**config.mk**
```make
export PLATFORM = sky130hd
export DESIGN_NAME = acq_sequencer
export DESIGN_NICKNAME = d
export VERILOG_FILES = /design/src/rtl/seq_pkg.sv /design/src/rtl/seq_cond_eval.sv /design/src/rtl/seq_level_regs.sv /design/src/rtl/seq_ctrl.sv /design/src/rtl/acq_sequencer.sv
export SDC_FILE = /design/constraint.sdc
export NUM_CORES = 1
export LEC_CHECK = 0
export BUFFER_PORTS_ARGS = -buffer_cell sky130_fd_sc_hd__buf_2
export CAP_MARGIN = 20
export CORE_MARGIN = 1.5
export CORE_UTILIZATION = 50
export DETAILED_ROUTE_END_ITERATION = 10
export PLACE_DENSITY = 0.66
export SLEW_MARGIN = 30
export SYNTH_ARGS = -nofsm -noshare
export SYNTH_HDL_FRONTEND = slang
export SYNTH_SLANG_ARGS = --single-unit
```
**constraint.sdc**
```tcl
create_clock -name clk -period 7.05 [get_ports clk]
set_input_delay 2.115 -clock clk [delete_from_list [all_inputs] [get_ports clk]]
set_output_delay 2.115 -clock clk [all_outputs]
set_load 0.1 [all_outputs]
```
**src/rtl/seq_pkg.sv**
```systemverilog
package seq_pkg;

    typedef enum logic [1:0] {
        ST_IDLE = 2'd0,
        ST_RUN  = 2'd1,
        ST_DONE = 2'd2
    } seq_state_t;

    localparam logic [1:0] FLD_STORE = 2'd0;
    localparam logic [1:0] FLD_ADV   = 2'd1;
    localparam logic [1:0] FLD_CTRL  = 2'd2;
    localparam logic [1:0] FLD_OCC   = 2'd3;

endpackage

```
**src/rtl/seq_cond_eval.sv**
```systemverilog
module seq_cond_eval #(
    parameter int NF = 8
) (
    input  logic [NF-1:0] flags_i,
    input  logic [NF-1:0] and_m_i,
    input  logic [NF-1:0] or_m_i,
    input  logic          op_i,
    output logic          hit_o
);
    logic and_term;
    logic or_term;

    always_comb begin
        and_term = &(flags_i | ~and_m_i);
        or_term  = |(flags_i & or_m_i);
        hit_o    = op_i ? (and_term | or_term) : (and_term & or_term);
    end

endmodule

```
**src/rtl/seq_level_regs.sv**
```systemverilog
module seq_level_regs
    import seq_pkg::*;
#(
    parameter int NL     = 12,
    parameter int NF     = 8,
    parameter int OCC_W  = 16,
    parameter int DATA_W = 32,
    parameter int LVL_W  = 4,
    parameter int ADDR_W = LVL_W + 2
) (
    input  logic              clk,
    input  logic              rst_n,
    input  logic              run_i,
    input  logic              cfg_wr_i,
    input  logic [ADDR_W-1:0] cfg_addr_i,
    input  logic [DATA_W-1:0] cfg_wdata_i,
    output logic [DATA_W-1:0] cfg_rdata_o,
    input  logic [LVL_W-1:0]  cur_lvl_i,
    input  logic [LVL_W-1:0]  nxt_lvl_i,
    output logic [NF-1:0]     st_and_o,
    output logic [NF-1:0]     st_or_o,
    output logic              st_op_o,
    output logic [NF-1:0]     adv_and_o,
    output logic [NF-1:0]     adv_or_o,
    output logic              adv_op_o,
    output logic [LVL_W-1:0]  dest_o,
    output logic              trg_bit_o,
    output logic              fin_bit_o,
    output logic [OCC_W-1:0]  nxt_occ_o
);
    localparam int OP_BIT  = 2 * NF;
    localparam int TRG_BIT = LVL_W;
    localparam int FIN_BIT = LVL_W + 1;

    logic [NF-1:0]    st_and_q  [NL];
    logic [NF-1:0]    st_or_q   [NL];
    logic             st_op_q   [NL];
    logic [NF-1:0]    adv_and_q [NL];
    logic [NF-1:0]    adv_or_q  [NL];
    logic             adv_op_q  [NL];
    logic [LVL_W-1:0] dest_q    [NL];
    logic             trg_q     [NL];
    logic             fin_q     [NL];
    logic [OCC_W-1:0] occ_q     [NL];

    logic [LVL_W-1:0] a_lvl;
    logic [1:0]       a_fld;
    logic             a_ok;

    assign a_lvl = cfg_addr_i[ADDR_W-1:2];
    assign a_fld = cfg_addr_i[1:0];
    assign a_ok  = (int'(a_lvl) < NL);

    generate
        for (genvar g = 0; g < NL; g++) begin : g_lvl
            always_ff @(posedge clk or negedge rst_n) begin
                if (!rst_n) begin
                    st_and_q[g]  <= '0;
                    st_or_q[g]   <= '0;
                    st_op_q[g]   <= 1'b0;
                    adv_and_q[g] <= '0;
                    adv_or_q[g]  <= '0;
                    adv_op_q[g]  <= 1'b0;
                    dest_q[g]    <= '0;
                    trg_q[g]     <= 1'b0;
                    fin_q[g]     <= 1'b0;
                    occ_q[g]     <= '0;
                end else if (cfg_wr_i && !run_i && (int'(a_lvl) == g)) begin
                    unique case (a_fld)
                        FLD_STORE: begin
                            st_and_q[g] <= cfg_wdata_i[NF-1:0];
                            st_or_q[g]  <= cfg_wdata_i[2*NF-1:NF];
                            st_op_q[g]  <= cfg_wdata_i[OP_BIT];
                        end
                        FLD_ADV: begin
                            adv_and_q[g] <= cfg_wdata_i[NF-1:0];
                            adv_or_q[g]  <= cfg_wdata_i[2*NF-1:NF];
                            adv_op_q[g]  <= cfg_wdata_i[OP_BIT];
                        end
                        FLD_CTRL: begin
                            dest_q[g] <= cfg_wdata_i[LVL_W-1:0];
                            trg_q[g]  <= cfg_wdata_i[TRG_BIT];
                            fin_q[g]  <= cfg_wdata_i[FIN_BIT];
                        end
                        FLD_OCC: occ_q[g] <= cfg_wdata_i[OCC_W-1:0];
                        default: ;
                    endcase
                end
            end

            // Configuration must not move while the sequencer runs.
            assert_cfg_frozen_R3: assert property (@(posedge clk) disable iff (!rst_n)
                $past(run_i) |-> ($stable(occ_q[g]) && $stable(dest_q[g]) &&
                                  $stable(adv_and_q[g]) && $stable(st_and_q[g])));
        end
    endgenerate

    always_comb begin
        cfg_rdata_o = '0;
        if (a_ok) begin
            unique case (a_fld)
                FLD_STORE: begin
                    cfg_rdata_o[NF-1:0]    = st_and_q[a_lvl];
                    cfg_rdata_o[2*NF-1:NF] = st_or_q[a_lvl];
                    cfg_rdata_o[OP_BIT]    = st_op_q[a_lvl];
                end
                FLD_ADV: begin
                    cfg_rdata_o[NF-1:0]    = adv_and_q[a_lvl];
                    cfg_rdata_o[2*NF-1:NF] = adv_or_q[a_lvl];
                    cfg_rdata_o[OP_BIT]    = adv_op_q[a_lvl];
                end
                FLD_CTRL: begin
                    cfg_rdata_o[LVL_W-1:0] = dest_q[a_lvl];
                    cfg_rdata_o[TRG_BIT]   = trg_q[a_lvl];
                    cfg_rdata_o[FIN_BIT]   = fin_q[a_lvl];
                end
                FLD_OCC: cfg_rdata_o[OCC_W-1:0] = occ_q[a_lvl];
                default: ;
            endcase
        end
    end

    always_comb begin
        st_and_o  = st_and_q[cur_lvl_i];
        st_or_o   = st_or_q[cur_lvl_i];
        st_op_o   = st_op_q[cur_lvl_i];
        adv_and_o = adv_and_q[cur_lvl_i];
        adv_or_o  = adv_or_q[cur_lvl_i];
        adv_op_o  = adv_op_q[cur_lvl_i];
        dest_o    = dest_q[cur_lvl_i];
        trg_bit_o = trg_q[cur_lvl_i];
        fin_bit_o = fin_q[cur_lvl_i];
        nxt_occ_o = occ_q[nxt_lvl_i];
    end

endmodule

```
**src/rtl/seq_ctrl.sv**
```systemverilog
module seq_ctrl
    import seq_pkg::*;
#(
    parameter int NL    = 12,
    parameter int OCC_W = 16,
    parameter int LVL_W = 4
) (
    input  logic             clk,
    input  logic             rst_n,
    input  logic             run_i,
    input  logic             sample_i,
    input  logic             adv_hit_i,
    input  logic             st_hit_i,
    input  logic [LVL_W-1:0] dest_i,
    input  logic             trg_bit_i,
    input  logic             fin_bit_i,
    input  logic [OCC_W-1:0] nxt_occ_i,
    output logic [LVL_W-1:0] level_o,
    output logic [LVL_W-1:0] nxt_lvl_o,
    output logic             store_en_o,
    output logic             trig_o,
    output logic             done_o
);
    seq_state_t       state_q, state_d;
    logic [OCC_W-1:0] cnt_q;
    logic             start;
    logic             met;
    logic             fire;

    assign start = (state_q == ST_IDLE) && run_i;
    assign met   = run_i && sample_i && adv_hit_i;
    assign fire  = met && (cnt_q <= OCC_W'(1));

    always_comb begin
        if (start)
            nxt_lvl_o = '0;
        else if (int'(dest_i) < NL)
            nxt_lvl_o = dest_i;
        else
            nxt_lvl_o = '0;
    end

    always_comb begin
        state_d = state_q;
        unique case (state_q)
            ST_IDLE: if (run_i) state_d = ST_RUN;
            ST_RUN: begin
                if (!run_i)
                    state_d = ST_IDLE;
                else if (fire && fin_bit_i)
                    state_d = ST_DONE;
            end
            ST_DONE: if (!run_i) state_d = ST_IDLE;
            default: state_d = ST_IDLE;
        endcase
    end

    always_ff @(posedge clk or negedge rst_n) begin
        if (!rst_n)
            state_q <= ST_IDLE;
        else
            state_q <= state_d;
    end

    always_ff @(posedge clk or negedge rst_n) begin
        if (!rst_n) begin
            level_o    <= '0;
            cnt_q      <= '0;
            store_en_o <= 1'b0;
            trig_o     <= 1'b0;
            done_o     <= 1'b0;
        end else begin
            unique case (state_q)
                ST_IDLE: begin
                    store_en_o <= 1'b0;
                    if (run_i) begin
                        level_o <= '0;
                        cnt_q   <= nxt_occ_i;
                        trig_o  <= 1'b0;
                        done_o  <= 1'b0;
                    end
                end
                ST_RUN: begin
                    store_en_o <= run_i && sample_i && st_hit_i;
                    if (fire) begin
                        if (trg_bit_i) trig_o <= 1'b1;
                        if (fin_bit_i) begin
                            done_o <= 1'b1;
                        end else begin
                            level_o <= nxt_lvl_o;
                            cnt_q   <= nxt_occ_i;
                        end
                    end else if (met) begin
                        cnt_q <= cnt_q - OCC_W'(1);
                    end
                end
                ST_DONE: store_en_o <= run_i && sample_i && st_hit_i;
                default: store_en_o <= 1'b0;
            endcase
        end
    end

    assert_level_range_R7: assert property (@(posedge clk) disable iff (!rst_n)
        int'(level_o) < NL);

    assert_store_needs_sample_R8: assert property (@(posedge clk) disable iff (!rst_n)
        store_en_o |-> $past(sample_i && run_i));

    assert_trig_sticky_R9: assert property (@(posedge clk) disable iff (!rst_n)
        (trig_o && !start) |=> trig_o);

    assert_done_holds_level_R10: assert property (@(posedge clk) disable iff (!rst_n)
        (done_o && $past(done_o)) |-> $stable(level_o));

    assert_start_clears_R4: assert property (@(posedge clk) disable iff (!rst_n)
        start |=> (level_o == '0 && !trig_o && !done_o));

    assert_stopped_no_store_R11: assert property (@(posedge clk) disable iff (!rst_n)
        !run_i |=> !store_en_o);

endmodule

```
**src/rtl/acq_sequencer.sv**
```systemverilog
module acq_sequencer #(
    parameter int NUM_LEVELS = 12,
    parameter int NUM_FLAGS  = 8,
    parameter int OCC_W      = 16,
    parameter int DATA_W     = 32,
    parameter int LVL_W      = $clog2(NUM_LEVELS),
    parameter int ADDR_W     = LVL_W + 2
) (
    input  logic              clk,
    input  logic              rst_n,
    input  logic              run_i,
    input  logic              sample_i,
    input  logic [NUM_FLAGS-1:0] flags_i,
    input  logic              cfg_wr_i,
    input  logic [ADDR_W-1:0] cfg_addr_i,
    input  logic [DATA_W-1:0] cfg_wdata_i,
    output logic [DATA_W-1:0] cfg_rdata_o,
    output logic              store_en_o,
    output logic [LVL_W-1:0]  level_o,
    output logic              trig_o,
    output logic              done_o
);
    logic [NUM_FLAGS-1:0] st_and, st_or, adv_and, adv_or;
    logic                 st_op, adv_op, st_hit, adv_hit;
    logic [LVL_W-1:0]     dest, nxt_lvl;
    logic                 trg_bit, fin_bit;
    logic [OCC_W-1:0]     nxt_occ;

    seq_level_regs #(
        .NL(NUM_LEVELS), .NF(NUM_FLAGS), .OCC_W(OCC_W),
        .DATA_W(DATA_W), .LVL_W(LVL_W), .ADDR_W(ADDR_W)
    ) i_regs (
        .clk(clk), .rst_n(rst_n), .run_i(run_i),
        .cfg_wr_i(cfg_wr_i), .cfg_addr_i(cfg_addr_i),
        .cfg_wdata_i(cfg_wdata_i), .cfg_rdata_o(cfg_rdata_o),
        .cur_lvl_i(level_o), .nxt_lvl_i(nxt_lvl),
        .st_and_o(st_and), .st_or_o(st_or), .st_op_o(st_op),
        .adv_and_o(adv_and), .adv_or_o(adv_or), .adv_op_o(adv_op),
        .dest_o(dest), .trg_bit_o(trg_bit), .fin_bit_o(fin_bit),
        .nxt_occ_o(nxt_occ)
    );

    seq_cond_eval #(.NF(NUM_FLAGS)) i_store_cond (
        .flags_i(flags_i), .and_m_i(st_and), .or_m_i(st_or),
        .op_i(st_op), .hit_o(st_hit)
    );

    seq_cond_eval #(.NF(NUM_FLAGS)) i_adv_cond (
        .flags_i(flags_i), .and_m_i(adv_and), .or_m_i(adv_or),
        .op_i(adv_op), .hit_o(adv_hit)
    );

    seq_ctrl #(.NL(NUM_LEVELS), .OCC_W(OCC_W), .LVL_W(LVL_W)) i_ctrl (
        .clk(clk), .rst_n(rst_n), .run_i(run_i), .sample_i(sample_i),
        .adv_hit_i(adv_hit), .st_hit_i(st_hit), .dest_i(dest),
        .trg_bit_i(trg_bit), .fin_bit_i(fin_bit), .nxt_occ_i(nxt_occ),
        .level_o(level_o), .nxt_lvl_o(nxt_lvl), .store_en_o(store_en_o),
        .trig_o(trig_o), .done_o(done_o)
    );

endmodule

```
==> qor.csv <==
metric,value,unit
Setup CP Type,in2out,
drt wl/cell,29.3,um
Critical Path Sink Type,output port,
Iter 0 DRT Violations,2716,
number of global-route vias before repair,26900,
Post-CTS Setup Inserts,0,
clock buffer depth,3,
Worst Setup Start Kind,input port,
Clock Latency Late Sink,0.65,ns
port buffer count,59,
worst rel slew slack,32.7,%
CTS sink cnt,697,
Final Hold Vio Count,0,
leak pwr,19.0,nW
die width,279,um
async set or reset register ratio after synthesis,100,%
largest net degree at the start of global routing,193,
Final Util,56.7,%
worst slew pin tran,1.00,ns
Post-DP HPWL,71600,um
PD cells,281,nW/um2
Psw,3.93,mW
synthesized area per cell,13.4,um2
fin nets,2864,
DR vias,25700,
Clock power frac,34.1,%
Yosys cell types,72,
Gate Count Post-Synth,2833,
filler cell count,5917,
TNS Setup,0,ns
Routed Antenna Nets,0,
height of the die,279,um
predominant post-synthesis flop cell,dfrtp_1,
first drt pass iteration count,6,
"Setup violations, final",0,
status,"complete, no violations",
mapped cell area,38000,um2
drt drc,0,
Internal,7.99,mW
clk_skew,0.0243,ns
sequential area share after synthesis,45.9,%
combinational power share,26.0,%
Max Slew Vio Count,0,
Rows,100,
Placer Congestion,0.878,
Die Footprint,77700,um2
H-Tree Depth,3,
cts hold-fix bufs,0,
max-cap violation count,0,
YS warnings,0,
TritonCTS clock tree,built,
"flops & latches, synth",697,
maximum vdd drop,0.243,mV
Tcrit/Tclk final,96.3,%
CTS Root Cell,clkbuf_16,
sequential share of power,39.9,%
Starting Density,50.8,%
"Remaining Overflow, GRT",0,
share of layout cells above drive strength 1,45.5,%
switching share of power,33.0,%
clock-pin transition on the worst setup and hold timing paths,0.05,ns
io pins,90,
post-DR vias/cell,6.69,
Resize count post-CTS,0,
initial antenna violation count,2,
minimum clock period,6.79,ns
CP arrival,4.67,ns
number of CTS-inserted buffers,79,
CP Max Fanout,57,
Layout area overhead,11.5,%
Min-Delay Path Class,reg2reg,
first-pass GRT wire length,172000,um
Routed WL,112000,um
gr usage total,29.3,%
"EDFF count, synth",0,
antenna cell count,0,
WP data required,4.93,ns
FMAX,147,MHz
Core ar.,74800,um2
RSZ-0062 raised after global routing,no,
==> flip-flops by register name (all words and copies together), names as in the netlist, 16 cells and up <==
register          count
i_regs.st_and_q      96
i_regs.adv_and_q     96
i_regs.st_or_q       96
i_ctrl.cnt_q         16
i_regs.adv_or_q      96
i_regs.dest_q        48
i_regs.occ_q        192
==> cell usage in the layout (no fill, tap or decap), types with 6 or more instances in the layout <==
cell type and instances:
a2111oi_0 6, a211oi_1 9, a21o_1 6, a21oi_1 74
a22o_1 10, a22oi_1 17, a31oi_1 16, a32oi_1 8
buf_12 28, buf_2 36, buf_4 83, clkbuf_1 23
clkbuf_16 80, clkbuf_8 15, clkinv_2 14, conb_1 15
dfrtp_1 694, inv_1 17, mux2_2 699, mux2i_1 116
mux4_2 270, nand2_1 223, nand2_2 7, nand2b_1 7
nand3_1 32, nand4_1 6, nor2_1 41, nor2_2 15
nor2b_1 11, nor3_1 15, nor4_1 7, o211ai_1 25
o21ai_0 74, o22ai_1 19, o22ai_2 9, or3_1 10
or4_1 9
==> per-stage QoR <==
step | cell area [um2] | setup slack (ns) | power (mW) | hold slack (ns) | std cells
after global routing | 42400 | 0.107 | 12.4 | 0.531 | 3838
after global placement | 39700 | 0.277 | 7.77 | 0.500 | 3694
after floorplan | 38300 | -0.421 | 6.85 | 0.475 | 2847
after detailed placement | 39800 | 0.267 | 7.87 | 0.510 | 3694
after CTS | 42300 | 0.274 | 11.9 | 0.522 | 3836
final | 42400 | 0.262 | 11.9 | 0.520 | 3838
==> cells by family (layout without fill, tap and decap cells) <==
group / Yosys count / count (layout) / share of synthesized area [%]
flip-flops: 697 / 697 / 45.9
AO/OA/AOI/OAI: 338 / 338 / 6.00
other: 1 / 15 / 0.00986
multiplexers: 1085 / 1085 / 39.7
adder cells (fa/ha/maj): 6 / 6 / 0.191
buffers and inverters: 291 / 313 / 3.34
AND/OR/NAND/NOR: 415 / 415 / 4.86
==> metal layers <==
| metal | up-vias | wire length [um] | track usage, % |
|---|---|---|---|
| met5 | - | 15 | 0 |
| met4 | 2 | 3360 | 9.60 |
| met3 | 209 | 8070 | 5.19 |
| met2 | 1021 | 54700 | 47.8 |
| met1 | 13800 | 46200 | 40.0 |
| li1 | 10700 | - | - |
==> power by group through the flow <==
| stage | Combinational (mW) | Sequential (mW) | Clock (mW) |
|---|---|---|---|
| floorplan | 2.17 | 4.68 | 0 |
| global placement | 3.00 | 4.77 | 0 |
| detailed placement | 3.06 | 4.81 | 0 |
| CTS | 3.07 | 4.74 | 4.13 |
| global route | 3.28 | 4.80 | 4.30 |
| finish | 3.10 | 4.75 | 4.07 |
==> path summary, 6_finish.rpt <==
check | from | end | slack, ns | cells past startpoint
min in group asynchronous | rst_n | i_regs.dest_q[38]$_DFFE_PN0P_ | 1.47 | 1
worst min register to register | i_regs.adv_or_q[40]$_DFFE_PN0P_ | i_regs.adv_or_q[40]$_DFFE_PN0P_ | 0.52 | 1
max in group asynchronous | rst_n | i_regs.adv_or_q[64]$_DFFE_PN0P_ | 4.09 | 3
worst min-delay path | i_regs.adv_or_q[40]$_DFFE_PN0P_ | i_regs.adv_or_q[40]$_DFFE_PN0P_ | 0.52 | 1
worst max-delay path | cfg_addr_i[2] | cfg_rdata_o[15] | 0.26 | 8
worst max register to register | i_ctrl.level_o[0]$_DFFE_PN0P_ | i_ctrl.cnt_q[11]$_DFFE_PN0P_ | 1.60 | 11
==> area by class of cell <==
| cell class | instances | area (um2) | area share [%] |
|---|---|---|---|
| sequential | 697 | 17500 | 41.1 |
| tap | 969 | 1210 | 2.86 |
| inverter | 19 | 72.6 | 0.171 |
| clock buffer | 118 | 2290 | 5.41 |
| timing repair buffer | 152 | 1460 | 3.45 |
| multi-input combinational | 1859 | 19700 | 46.3 |
| clock inverter | 24 | 262 | 0.617 |
==> critical path, cell delays in order <==
cell and delay [ns]:
buf_8 0.49, buf_4 0.36, mux4_2 0.52, mux2i_1 0.14
o21ai_0 0.08, o21ai_0 0.41, o22ai_2 0.22, buf_12 0.22
==> cells in the mapped netlist, drive strengths merged (19+ instances only) <==
cell,instances,area (um2)
o211ai,25,188
inv,19,71.3
o21ai,74,370
a21oi,74,370
mux2i,116,1160
mux2,699,7870
clkbuf,182,683
nand3,32,160
nor2,60,228
mux4,270,6080
buf,90,514
dfrtp,697,17400
nand2,230,863
o22ai,29,181
Note: power is estimated with default switching activity, not from simulation.
